--- config.mk ---
export PLATFORM = sky130hd
export DESIGN_NAME = ctx_page_mapper
export DESIGN_NICKNAME = d
export VERILOG_FILES = /design/src/rtl/ctx_map_pkg.sv /design/src/rtl/map_ctl_reg.sv /design/src/rtl/map_slot_file.sv /design/src/rtl/map_region_dec.sv /design/src/rtl/ctx_page_mapper.sv
export SDC_FILE = /design/constraint.sdc
export NUM_CORES = 1
export LEC_CHECK = 0
export BUFFER_PORTS_ARGS = -buffer_cell sky130_fd_sc_hd__buf_4
export CORE_ASPECT_RATIO = 1.1
export CORE_UTILIZATION = 45
export DETAILED_ROUTE_END_ITERATION = 6
export GPL_TIMING_DRIVEN = 0
export PLACE_DENSITY_LB_ADDON = 0.15
export SLEW_MARGIN = 5
export SYNTH_ARGS = -nofsm -noshare
export SYNTH_HDL_FRONTEND = slang
export SYNTH_SLANG_ARGS = --single-unit
--- constraint.sdc ---
create_clock -name clk -period 3.39 [get_ports clk]
set_input_delay 0.5085 -clock clk [delete_from_list [all_inputs] [get_ports clk]]
set_output_delay 0.5085 -clock clk [all_outputs]
set_load 0.02 [all_outputs]
--- src/rtl/ctx_map_pkg.sv ---
// Shared sizes, field positions and region codes for the page mapper.
// Assumes 8-bit control byte with fixed field positions that software decodes.
package ctx_map_pkg;
    localparam int CPU_AW     = 16;
    localparam int OFFSET_W   = 13;
    localparam int BLOCK_W    = 8;
    localparam int PHYS_AW    = BLOCK_W + OFFSET_W;
    localparam int SLOT_COUNT = 1 << (CPU_AW - OFFSET_W);
    localparam int SLOT_W     = CPU_AW - OFFSET_W;
    localparam int SET_COUNT  = 4;
    localparam int SET_W      = $clog2(SET_COUNT);

    // Control byte field positions
    localparam int ACT_LSB  = 0;
    localparam int EDIT_LSB = 4;
    localparam int EN_BIT   = 7;

    // Register addresses
    localparam int CTL_ADDR  = 0;
    localparam int SLOT_BASE = 8;

    // Region boundaries (first block of each region)
    localparam int FLASH_FIRST = 8'h40;
    localparam int EXP_FIRST   = 8'h80;
    localparam int RSVD_FIRST  = 8'hA0;

    typedef enum logic [1:0] {
        RGN_RAM   = 2'd0,
        RGN_FLASH = 2'd1,
        RGN_EXP   = 2'd2,
        RGN_RSVD  = 2'd3
    } region_e;
endpackage

--- src/rtl/map_ctl_reg.sv ---
// Control register: translating-table selector, edit-table selector, edit enable.
// Assumes the caller qualifies wr_en with an access to the control address.
module map_ctl_reg
    import ctx_map_pkg::*;
#(
    parameter int SW = SET_W
) (
    input  logic          clk,
    input  logic          rst_n,
    input  logic          wr_en,
    input  logic [SW-1:0] wr_act,
    input  logic [SW-1:0] wr_edit,
    input  logic          wr_on,
    output logic [SW-1:0] act_set,
    output logic [SW-1:0] edit_set,
    output logic          edit_on,
    output logic [7:0]    rd_value
);
    // Holds the three control fields; cleared by reset
    always_ff @(posedge clk) begin
        if (!rst_n) begin
            act_set  <= '0;
            edit_set <= '0;
            edit_on  <= 1'b0;
        end else if (wr_en) begin
            act_set  <= wr_act;
            edit_set <= wr_edit;
            edit_on  <= wr_on;
        end
    end

    // Packs the fields back into the byte layout, unused bits zero
    always_comb begin
        rd_value                     = '0;
        rd_value[ACT_LSB +: SW]      = act_set;
        rd_value[EDIT_LSB +: SW]     = edit_set;
        rd_value[EN_BIT]             = edit_on;
    end
endmodule

--- src/rtl/map_slot_file.sv ---
// Window tables: NSETS tables of NSLOTS block-number registers each.
// One write port addressed by (set, slot); a translate read port and an edit
// read port. Reset loads window i of every table with block i.
module map_slot_file
    import ctx_map_pkg::*;
#(
    parameter int NSETS  = SET_COUNT,
    parameter int NSLOTS = SLOT_COUNT,
    parameter int BW     = BLOCK_W,
    localparam int SETW  = $clog2(NSETS),
    localparam int SLW   = $clog2(NSLOTS)
) (
    input  logic            clk,
    input  logic            rst_n,
    input  logic            we,
    input  logic [SETW-1:0] w_set,
    input  logic [SLW-1:0]  w_slot,
    input  logic [BW-1:0]   w_data,
    input  logic [SETW-1:0] x_set,
    input  logic [SLW-1:0]  x_slot,
    output logic [BW-1:0]   x_block,
    input  logic [SETW-1:0] e_set,
    input  logic [SLW-1:0]  e_slot,
    output logic [BW-1:0]   e_block
);
    logic [BW-1:0] tbl [NSETS][NSLOTS];

    for (genvar s = 0; s < NSETS; s++) begin : g_set
        for (genvar k = 0; k < NSLOTS; k++) begin : g_slot
            // One window register with its identity reset value
            always_ff @(posedge clk) begin
                if (!rst_n)
                    tbl[s][k] <= BW'(k);
                else if (we && w_set == SETW'(s) && w_slot == SLW'(k))
                    tbl[s][k] <= w_data;
            end
        end
    end

    // Translate and edit read muxes
    assign x_block = tbl[x_set][x_slot];
    assign e_block = tbl[e_set][e_slot];
endmodule

--- src/rtl/map_region_dec.sv ---
// Classifies a block number into RAM, flash, expansion or reserved.
// Assumes ascending region boundaries.
module map_region_dec
    import ctx_map_pkg::*;
#(
    parameter int BW = BLOCK_W
) (
    input  logic [BW-1:0] block,
    output region_e       rgn
);
    // Boundary compare, highest region first
    always_comb begin
        if (block >= BW'(RSVD_FIRST))
            rgn = RGN_RSVD;
        else if (block >= BW'(EXP_FIRST))
            rgn = RGN_EXP;
        else if (block >= BW'(FLASH_FIRST))
            rgn = RGN_FLASH;
        else
            rgn = RGN_RAM;
    end
endmodule

--- src/rtl/ctx_page_mapper.sv ---
// Top of the page mapper: decodes register hits, routes writes to the control
// register or the window tables, translates every access and flags whether
// the mapper or external memory services it. Assumes cpu_rd and cpu_wr are
// not both high; a write takes precedence for register updates.
module ctx_page_mapper
    import ctx_map_pkg::*;
(
    input  logic               clk,
    input  logic               rst_n,
    input  logic [CPU_AW-1:0]  cpu_addr,
    input  logic               cpu_rd,
    input  logic               cpu_wr,
    input  logic [7:0]         cpu_wdata,
    output logic [7:0]         cpu_rdata,
    output logic               claim,
    output logic               mem_req,
    output logic [PHYS_AW-1:0] phys_addr,
    output logic [1:0]         region
);
    logic [SET_W-1:0]   act_set, edit_set;
    logic               edit_on;
    logic [7:0]         ctl_value;
    logic [CPU_AW-1:0]  slot_off;
    logic               ctl_hit, slot_hit, access;
    logic [SLOT_W-1:0]  reg_idx;
    logic [BLOCK_W-1:0] x_block, e_block;
    region_e            rgn;

    // Register hit decode
    always_comb begin
        access   = cpu_rd | cpu_wr;
        slot_off = cpu_addr - CPU_AW'(SLOT_BASE);
        reg_idx  = slot_off[SLOT_W-1:0];
        ctl_hit  = (cpu_addr == CPU_AW'(CTL_ADDR));
        slot_hit = edit_on && (slot_off < CPU_AW'(SLOT_COUNT));
    end

    map_ctl_reg u_ctl (
        .clk      (clk),
        .rst_n    (rst_n),
        .wr_en    (cpu_wr && ctl_hit),
        .wr_act   (cpu_wdata[ACT_LSB +: SET_W]),
        .wr_edit  (cpu_wdata[EDIT_LSB +: SET_W]),
        .wr_on    (cpu_wdata[EN_BIT]),
        .act_set  (act_set),
        .edit_set (edit_set),
        .edit_on  (edit_on),
        .rd_value (ctl_value)
    );

    map_slot_file u_slots (
        .clk     (clk),
        .rst_n   (rst_n),
        .we      (cpu_wr && slot_hit),
        .w_set   (edit_set),
        .w_slot  (reg_idx),
        .w_data  (cpu_wdata),
        .x_set   (act_set),
        .x_slot  (cpu_addr[CPU_AW-1:OFFSET_W]),
        .x_block (x_block),
        .e_set   (edit_set),
        .e_slot  (reg_idx),
        .e_block (e_block)
    );

    map_region_dec u_rgn (
        .block (x_block),
        .rgn   (rgn)
    );

    // Translation and region outputs
    assign phys_addr = {x_block, cpu_addr[OFFSET_W-1:0]};
    assign region    = rgn;

    // Service flags and read data
    always_comb begin
        claim     = access && (ctl_hit || slot_hit);
        mem_req   = access && !(ctl_hit || slot_hit);
        cpu_rdata = '0;
        if (cpu_rd && ctl_hit)
            cpu_rdata = ctl_value;
        else if (cpu_rd && slot_hit)
            cpu_rdata = e_block;
    end
endmodule

# Yosys cells after proc, flatten, opt, wreduce, memory -nomap -nowiden
# Memory sizes are Yosys's and may differ from the RTL's. A register that Yosys moved wholly into a read port is not among the register bits.
# Cells that the tools add are included.
[word_totals]
reg_bits = 5
ramBits = 256
in_bits = 28
out_inout_bits = 33
elab_cells = 248
mem_count = 1
[classes]
add_sub_neg = 1
n_lt_le_gt_ge = 6
n_eq_ne = 10
mux = 144
n_bitwise = 35
n_reduce_logical = 48
[memory_table]
columns = ["name", "words", "width", "read_ports", "rd_ports_with_merged_regs", "wr", "line", "source"]
rows = [
  ["u_slots.tbl", 4, 64, 2, 2, 4, "map_slot_file.sv:26", "logic [BW-1:0] tbl [NSETS][NSLOTS];"],
]
[ops]
columns = ["cell", "n"]
rows = [
  ["8-bit 2-to-1 mux", 38],
  ["1-bit 2-to-1 mux", 98],
  ["8-bit binary-select mux with 3-bit select", 2],
  ["1-bit logical AND", 43],
  ["1-bit bitwise OR", 33],
  ["8-bit >= comparator (second input constant)", 2],
  ["16-bit zero test", 1],
  ["16-bit by 4-bit less-than comparator with 1-bit output (second input constant)", 1],
  ["16-bit by 4-bit subtractor with 16-bit output (second input constant)", 1],
  ["3-bit equality test (second input constant)", 4],
  ["2-bit 2-to-1 mux", 6],
  ["4-bit >= comparator (second input constant)", 2],
  ["8-bit by 7-bit >= comparator with 1-bit output (second input constant)", 1],
  ["3-bit inverter with 4-bit output", 2],
  ["3-bit by 2-bit equality test with 1-bit output (second input constant)", 2],
  ["2-bit equality test (second input constant)", 2],
  ["3-bit by 1-bit equality test with 1-bit output (second input constant)", 1],
  ["3-bit zero test", 1],
  ["2-bit by 1-bit equality test with 1-bit output (second input constant)", 1],
  ["2-bit zero test", 1],
  ["1-bit zero test", 1],
  ["1-bit logical OR", 1],
]

# Longest topological paths before layout
# Gate-level depths: netlist of the first run.
[logic_depth]
ltp_word = 10
mapped_depth = 9
ltp_nobuf = 7

# Hierarchy
# Synthesis of the first run repeated with hierarchy kept, for this count alone.
[unflattened]
cells_unflattened = 928
area_unflattened_um2 = 14526.4
[by_module_without_submodules]
columns = ["module", "n_inst", "cells_per_inst", "area_each_um2", "seq_area_each_um2"]
rows = [
  ["map_slot_file", 1, 852, 13865.8, 7687.4],
  ["ctx_page_mapper", 1, 49, 392.9, 0.0],
  ["map_ctl_reg", 1, 25, 256.5, 100.1],
  ["map_region_dec", 1, 2, 11.3, 0.0],
]

# Worst setup path after synthesis of the first run
# No wires, ideal clock.
[synth_timing]
path_kind = "in2out"
startpoint = "input port cpu_addr[15]"
endpoint = "output port cpu_rdata[2]"
arrival_time_ns = 2.720
setup_slack_ns = 0.161
stages = 4
path_cell_list = "or4_4 > nor4_4 > nand4_1 > a2111oi_0"
[synth_via]
elab_chain_cells = 6
word_cells_on_any_way = 8
classes_between = "add/sub (1); order compare (1); mux (2); reduce/logical (4)"
[synth_lines]
columns = ["element", "line", "source"]
rows = [
  ["from (decl)", "ctx_page_mapper.sv:10", "input logic [CPU_AW-1:0] cpu_addr,"],
  ["16-bit by 4-bit subtractor with 16-bit output", "ctx_page_mapper.sv:32", "slot_off = cpu_addr - CPU_AW'(SLOT_BASE);"],
  ["16-bit by 4-bit less-than comparator with 1-bit output", "ctx_page_mapper.sv:35", "slot_hit = edit_on && (slot_off < CPU_AW'(SLOT_COUNT));"],
  ["1-bit logical AND", "ctx_page_mapper.sv:35", ""],
  ["1-bit logical AND", "ctx_page_mapper.sv:82", "else if (cpu_rd && slot_hit)"],
  ["8-bit 2-to-1 mux", "ctx_page_mapper.sv:82", ""],
  ["8-bit 2-to-1 mux *", "ctx_page_mapper.sv:80", "if (cpu_rd && ctl_hit)"],
  ["to (decl)", "ctx_page_mapper.sv:14", "output logic [7:0] cpu_rdata,"],
]
# Mark *: on every way between the ends. The rest lies on a longest branch, timed or not.

==> run_results.csv, run 1 <==
group,metric,value,unit
run,drv_cap,0,
run_status,violations,"negative setup slack",
cts,cts_tree,"built",
placement,gp_congestion,0.922,
critical_path,crit_chain,"buf_12 > buf_16 > buf_12 > mux4_2 > mux4_2 > mux2_4 > a21o_1 > buf_6",
synthesis,synth_top_area_share,55.0,%
cts,cts-root-buf,"clkbuf_16",
synthesis,netlist_area,14000,sq um
timing,fin_ws,-0.0874,ns
floorplanning,die-width,170,microns
timing,finalCritPeriodShare,103,%
route,post_drt_wl_per_cell,33.0,microns
route,wirelength,52.0,mm
critical_path,slowest_stage,"mux4_2",
cts,ctsHoldBuffers,0,
critical_path,endpoint_kind,"primary output",
hold_path,hold_path.class,"in -> reg",
synthesis,yosys_warnings,0,
route,drt_iter0_drc,1626,
cts,cts_buffers,29,
cts,cts_buffer_depth,3,
synthesis,yosysSeqAreaShare,56.2,%
route,first_pass_iters,5,
placement,dp_hpwl,37.8,mm
route,num_vias,10400,
timing,final_hold_viol_count,0,
grt,grt_pass1_wl,73.2,mm
grt,antenna_found_initial,0,
synthesis,yosys-top-cells-area,"edfxtp_1, mux4_2, nor2_1",
grt,grt_remaining_overflow,0,
floorplanning,die_h,187,microns
timing,worst_pin_slew,1.17,ns
timing,finalSetupViolations,8,
critical_path,crit_path_max_incr_delay,0.52,ns
grt,grtUsageTotal,33.5,%
placement,port_buffers,57,
route,route.detailed.drc,0,
synthesis,synthXorXnorAreaFrac,0.0626,%
final_layout,fin_cells,1574,
route,ant_nets,0,
synthesis,synthMuxAreaShare,25.2,%
synthesis,synthTopCellsByCount,"edfxtp_1, nor2_1, mux4_2",
timing,fin_skew,0.00751,ns
final_layout,drive_above_1_share,34.7,%
synthesis,synth_edf_count,256,
timing,max_freq,0.288,GHz
synthesis,synth-main-ff-cell,"edfxtp_1",
final_layout,fin_util,56.0,%
synthesis,synth_area_leader_cell,"edfxtp_1",
synthesis,synthDistinctLibCells,48,
route,viasPerCell,6.58,
cts,clkTransAtPathRegs,0.06,ns
placement,dp.cells,1483,
floorplanning,rows,67,
timing,fin_crit,3.48,ns
timing,rsz0062_at_grt,"true",
floorplanning,num_io_pins,61,
cts,cts_max_level,1,
synthesis,synth_compound_area_share,2.85,%
power,p_leak,0.00536,uW
synthesis,synthCells,983,
power,p_per_area,448,nW/um^2
grt,grt_pass1_vias,10000,
synthesis,synth_top_family_by_area,"multiplexers",
floorplanning,initial_core_util,45.8,%
floorplanning,core-area,30500,sq um
timing,slew_viol_final,0,
synthesis,synth_most_common_cell,"edfxtp_1",
cts,insertion_delay,0.57,ns
synthesis,syn_area_per_cell,14.2,sq um
synthesis,async_flop_share,0,%
critical_path,crit_path_start_kind,"flip-flop",
floorplanning,dieArea,31800,sq um
critical_path,worstSetupPathType,"reg -> out",
run_status,status,"finished with violations",
final_layout,syn_to_final_growth,22.2,%
power,peakVddDrop,0.000338,V
critical_path,crit_required,2.88,ns
synthesis,synth_seq_cells,265,
timing,relSlewSlack,22.3,%
synthesis,synth_fp_nets,1012,
critical_path,crit_arrival,2.97,ns
grt,grt_max_degree,16,
cts,clock_sinks,265,
final_layout,final_nets,1165,
synthesis,yosys.area_share.simple,12.1,%
critical_path,cp_max_fo,6,
synthesis,synthAdderAreaFrac,0.0894,%
state kept, by name, summed over array words and instances, names as in the netlist, named ones only:
name	cells
u_ctl.act_set	2
u_ctl.edit_on	1
u_ctl.edit_set	2
u_slots.tbl	256
per-stage QoR:
stage / area (sq um) / total power [uW] / TNS [ns] / hold WS (ns) / worst slack (ns)
after floorplan: 14000 / 4050 / 0 / 0.457 / 0.161
after global placement: 14900 / 4270 / -255.01 / 0.508 / -1.31
after detailed placement: 15200 / 4310 / -67.84 / 0.531 / -1.10
after CTS: 16900 / 7630 / -0.291 / 0.244 / -0.0802
after global routing: 17100 / 7800 / -0.500 / 0.258 / -0.129
final: 17100 / 7650 / -0.333 / 0.249 / -0.0874
final cells by class:
class,instances,area [sq um]
fill,2518,13400
sequential,265,7870
multi-input combinational,626,5750
timing repair buffer,124,1150
clock buffer,40,787
buffer,85,783
tap,414,518
clock inverter,14,213
inverter,5,18.8
antenna,1,2.50
timing repair:
item | CTS | global route
resized for setup | 117 | 26
pin swaps | 2 | 4
cloned | 3 | 0
setup buffers | 17 | 20
endpoints found under the setup margin | 32 | 20
per-layer routing:
metal	track usage [%]	part of all wire (%)	vias up
met4	15.3	5.1	0
met3	6.56	12	165
li1	-	-	4109
met5	0	0	-
met1	45.4	36	5205
met2	52.5	47	881
cell families after synthesis:
logic type / after synthesis
AOI/OAI and AO/OA: 65
xor gates and xnor gates: 1
adders and majority gates: 1
buffers and inverters: 92
DFF: 265
muxes: 170
and+or+nand+nor: 389
worst max-delay path, delay by kind of cell (launching register included):
| kind | cells | cell delay (ns) |
|---|---|---|
| flip-flops | 1 | 0.34 |
| AO/OA/AOI/OAI | 1 | 0.17 |
| multiplexers | 3 | 1.33 |
| buffers and inverters | 4 | 0.55 |
where the power goes:
part           total, uW  switching (uW)  internal (uW)  leakage, uW
combinational        539             326            214      0.00234
sequential          3730            50.5           3680      0.00254
clock               3380            1370           2010     0.000484
path summary, 6_finish.rpt:
| path | cells after the start | slack, ns | start | end |
|---|---|---|---|---|
| setup / recovery | 8 | -0.09 | flip-flop | region[0] |
| setup reg to reg | 6 | 0.21 | u_ctl.edit_set[0] | u_slots.tbl[3][26] |
| hold / removal | 3 | 0.25 | cpu_wdata[7] | u_ctl.edit_on |
| hold reg to reg | 2 | 0.54 | u_ctl.edit_on | u_ctl.edit_on |
placed cells by master (no fill, tap or decap), drive strengths merged, types with 2 or more instances in the layout:
cell / instances
nor2: 237
buf: 175
nand4: 2
edfxtp: 256
nand2: 64
o21ai: 32
or3: 3
and3: 2
a21boi: 3
mux4: 145
inv: 6
and2: 2
nor3: 7
nand2b: 11
bufinv: 5
dfxtp: 9
mux2: 11
a2111oi: 2
a22o: 4
o211ai: 2
nor4: 2
clkinv: 7
a21o: 2
clkbuf: 73
nor2b: 8
mux2i: 14
a21oi: 3
o22ai: 11
nand3: 45
o2111ai: 2
Note: power is estimated with default switching activity, not from simulation.
==> run 2: changes to the inputs <==
--- a/config.mk
+++ b/config.mk
@@ -11,7 +11,8 @@
 export DETAILED_ROUTE_END_ITERATION = 6
 export GPL_TIMING_DRIVEN = 0
 export PLACE_DENSITY_LB_ADDON = 0.15
-export SLEW_MARGIN = 5
+export SKIP_LAST_GASP = 1
+export SLEW_MARGIN = 20
 export SYNTH_ARGS = -nofsm -noshare
 export SYNTH_HDL_FRONTEND = slang
 export SYNTH_SLANG_ARGS = --single-unit
==> run 2 against run 1 <==
- the flow still finishes with violations (negative setup slack)
- global-route usage shrank 0.24 points
- sequential power is essentially flat
- via count shrank 0.24%
- core utilization shrank 1.5 points
- clock power shrank 13%
- non-clock buffer count shrank 18
- first-iteration DRC count shrank 3.1%
- final area shrank 2.6%
- largest cell class unchanged
==> run_results.csv, run 2 (synthesized netlist as in run 1, its figures left out) <==
group,metric,value,unit
timing,fin_ws,-0.0655,ns
cts,cts_max_level,1,
timing,rsz0062_at_grt,"true",
floorplanning,die_h,187,microns
route,ant_nets,0,
final_layout,largest_register_ffs,256,
final_layout,syn_to_final_growth,19.0,%
grt,grt_remaining_overflow,0,
timing,relSlewSlack,29.9,%
critical_path,crit_arrival,2.95,ns
route,wirelength,51.3,mm
final_layout,regMostFlops,"u_slots.tbl",
critical_path,crit_chain,"buf_12 > buf_12 > buf_12 > mux4_2 > mux4_2 > mux2_4 > buf_4",
floorplanning,dieArea,31800,sq um
run_status,status,"finished with violations",
timing,fin_crit,3.46,ns
run_status,violations,"negative setup slack",
hold_path,hold_path.class,"in -> reg",
cts,cts-root-buf,"clkbuf_16",
timing,tns,-0.194,ns
timing,whs,0.263,ns
timing,final_hold_viol_count,0,
timing,max_freq,0.289,GHz
route,drt_iter0_drc,1575,
power,cellInternalPower,5450,uW
floorplanning,core-area,30500,sq um
critical_path,r2r-start,"u_ctl.edit_set[1]",
critical_path,crit_path_max_incr_delay,0.54,ns
critical_path,endpoint_kind,"primary output",
grt,grt_pass1_wl,72.6,mm
timing,worst_pin_slew,1.05,ns
floorplanning,rows,67,
hold_path,holdCritStartpoint,"cpu_wdata[7]",
critical_path,worstSetupPathType,"reg -> out",
power,combPwrFrac,7.3,%
critical_path,crit_required,2.88,ns
placement,port_buffers,57,
final_layout,fill_cells,2526,
power,switching_share,24.3,%
critical_path,crit_top_cell,"buf_12",
placement,place_ws,-0.752,ns
power,p_clk_share,40.9,%
grt,grtUsageTotal,33.3,%
power,power,7200,uW
grt,grt_max_degree,15,
route,viasPerCell,6.65,
power,switchingPower,1750,uW
final_layout,final_nets,1147,
critical_path,slowest_stage,"mux4_2",
placement,dp_hpwl,37.2,mm
cts,cts_tree,"built",
final_layout,drive_above_1_share,34.0,%
power,peakVddDrop,0.000331,V
run,drv_cap,0,
final_layout,final_common_cell,"edfxtp_1",
critical_path,critPathBufInv,4,
cts,cts_buffer_depth,3,
final_layout,final_cell_mix,"edfxtp_1, nor2_1, mux4_2, buf_4, nand2_1",
route,route.detailed.drc,0,
critical_path,crit_path_start_kind,"flip-flop",
critical_path,crit_family,"multiplexers",
placement,gp_congestion,0.922,
power,p_per_area,433,nW/um^2
floorplanning,initial_core_util,45.8,%
floorplanning,die-width,170,microns
power,pwr-share-seq,51.8,%
cts,cts_buffers,29,
route,num_vias,10300,
cts,clkTransAtPathRegs,0.06,ns
critical_path,cp_max_fo,10,
final_layout,fin_util,54.6,%
cts,insertion_delay,0.56,ns
timing,finalCritPeriodShare,102,%
timing,slew_viol_final,0,
route,first_pass_iters,6,
route,post_drt_wl_per_cell,33.0,microns
cts,clock_sinks,265,
final_layout,top_regs,"u_slots.tbl (256), u_ctl.act_set (2), u_ctl.edit_set (2)",
power,p_leak,0.00515,uW
grt,grt_pass1_vias,9802,
grt,antenna_found_initial,1,
timing,finalSetupViolations,7,
floorplanning,num_io_pins,61,
timing,fin_skew,0.00882,ns
run 2: final cells by class:
| class | instances | area (sq um) | area share (%) |
|---|---|---|---|
| Sequential cell | 265 | 7880 | 47.3 |
| Buffer | 86 | 795 | 4.77 |
| Multi-Input combinational cell | 626 | 5740 | 34.5 |
| Clock buffer | 33 | 741 | 4.45 |
| Timing Repair Buffer | 105 | 843 | 5.07 |
| Inverter | 5 | 18.8 | 0.113 |
| Antenna cell | 1 | 2.50 | 0.0150 |
| Clock inverter | 20 | 110 | 0.661 |
| Tap cell | 414 | 518 | 3.11 |
run 2: power by group through the flow:
stage | logic [uW] | registers, uW | clock network, uW
floorplan | 269 | 3780 | 0
global placement | 473 | 3800 | 0
detailed placement | 501 | 3800 | 0
CTS | 515 | 3730 | 2930
global route | 541 | 3740 | 3060
finish | 528 | 3730 | 2940
run 2: final timing paths:
check | end | slack (ns) | cells after the start
max reg2reg | u_slots.tbl[2][63] | 0.31 | 5
min reg2reg | u_ctl.edit_on | 0.54 | 2
max | phys_addr[17] | -0.07 | 7
min | u_ctl.edit_on | 0.26 | 3
run 2: layer usage:
metal	up-vias	GRT usage (%)	routed length, microns
met5	-	0	0
met4	0	13.7	2440
met3	162	6.77	6250
met2	834	52.6	24100
met1	5270	45.1	18500
li1	4069	-	-
run 2: metrics by stage:
step                cell area (sq um)  std cells
floorplan                       14000        983
global route                    16600       1554
detailed placement              15200       1477
CTS                             16600       1550
finish                          16600       1555
global placement                14900       1454
run 2: worst register-to-register path, stage by stage, from the launching register on:
cell and delay [ns]:
dfxtp_1 0.34, clkbuf_1 0.52, nor2b_1 0.22, clkbuf_1 0.42, nand2_1 0.40, o21ai_1 0.81
run 2: what timing repair did:
item | in CTS | in global routing
pin swaps | 2 | 2
endpoints found under the setup margin | 16 | 21
hold buffers | 0 | 0
cloned | 3 | 0
setup buffers | 17 | 8
endpoints found under the hold margin | 0 | 0
resized for setup | 111 | 10
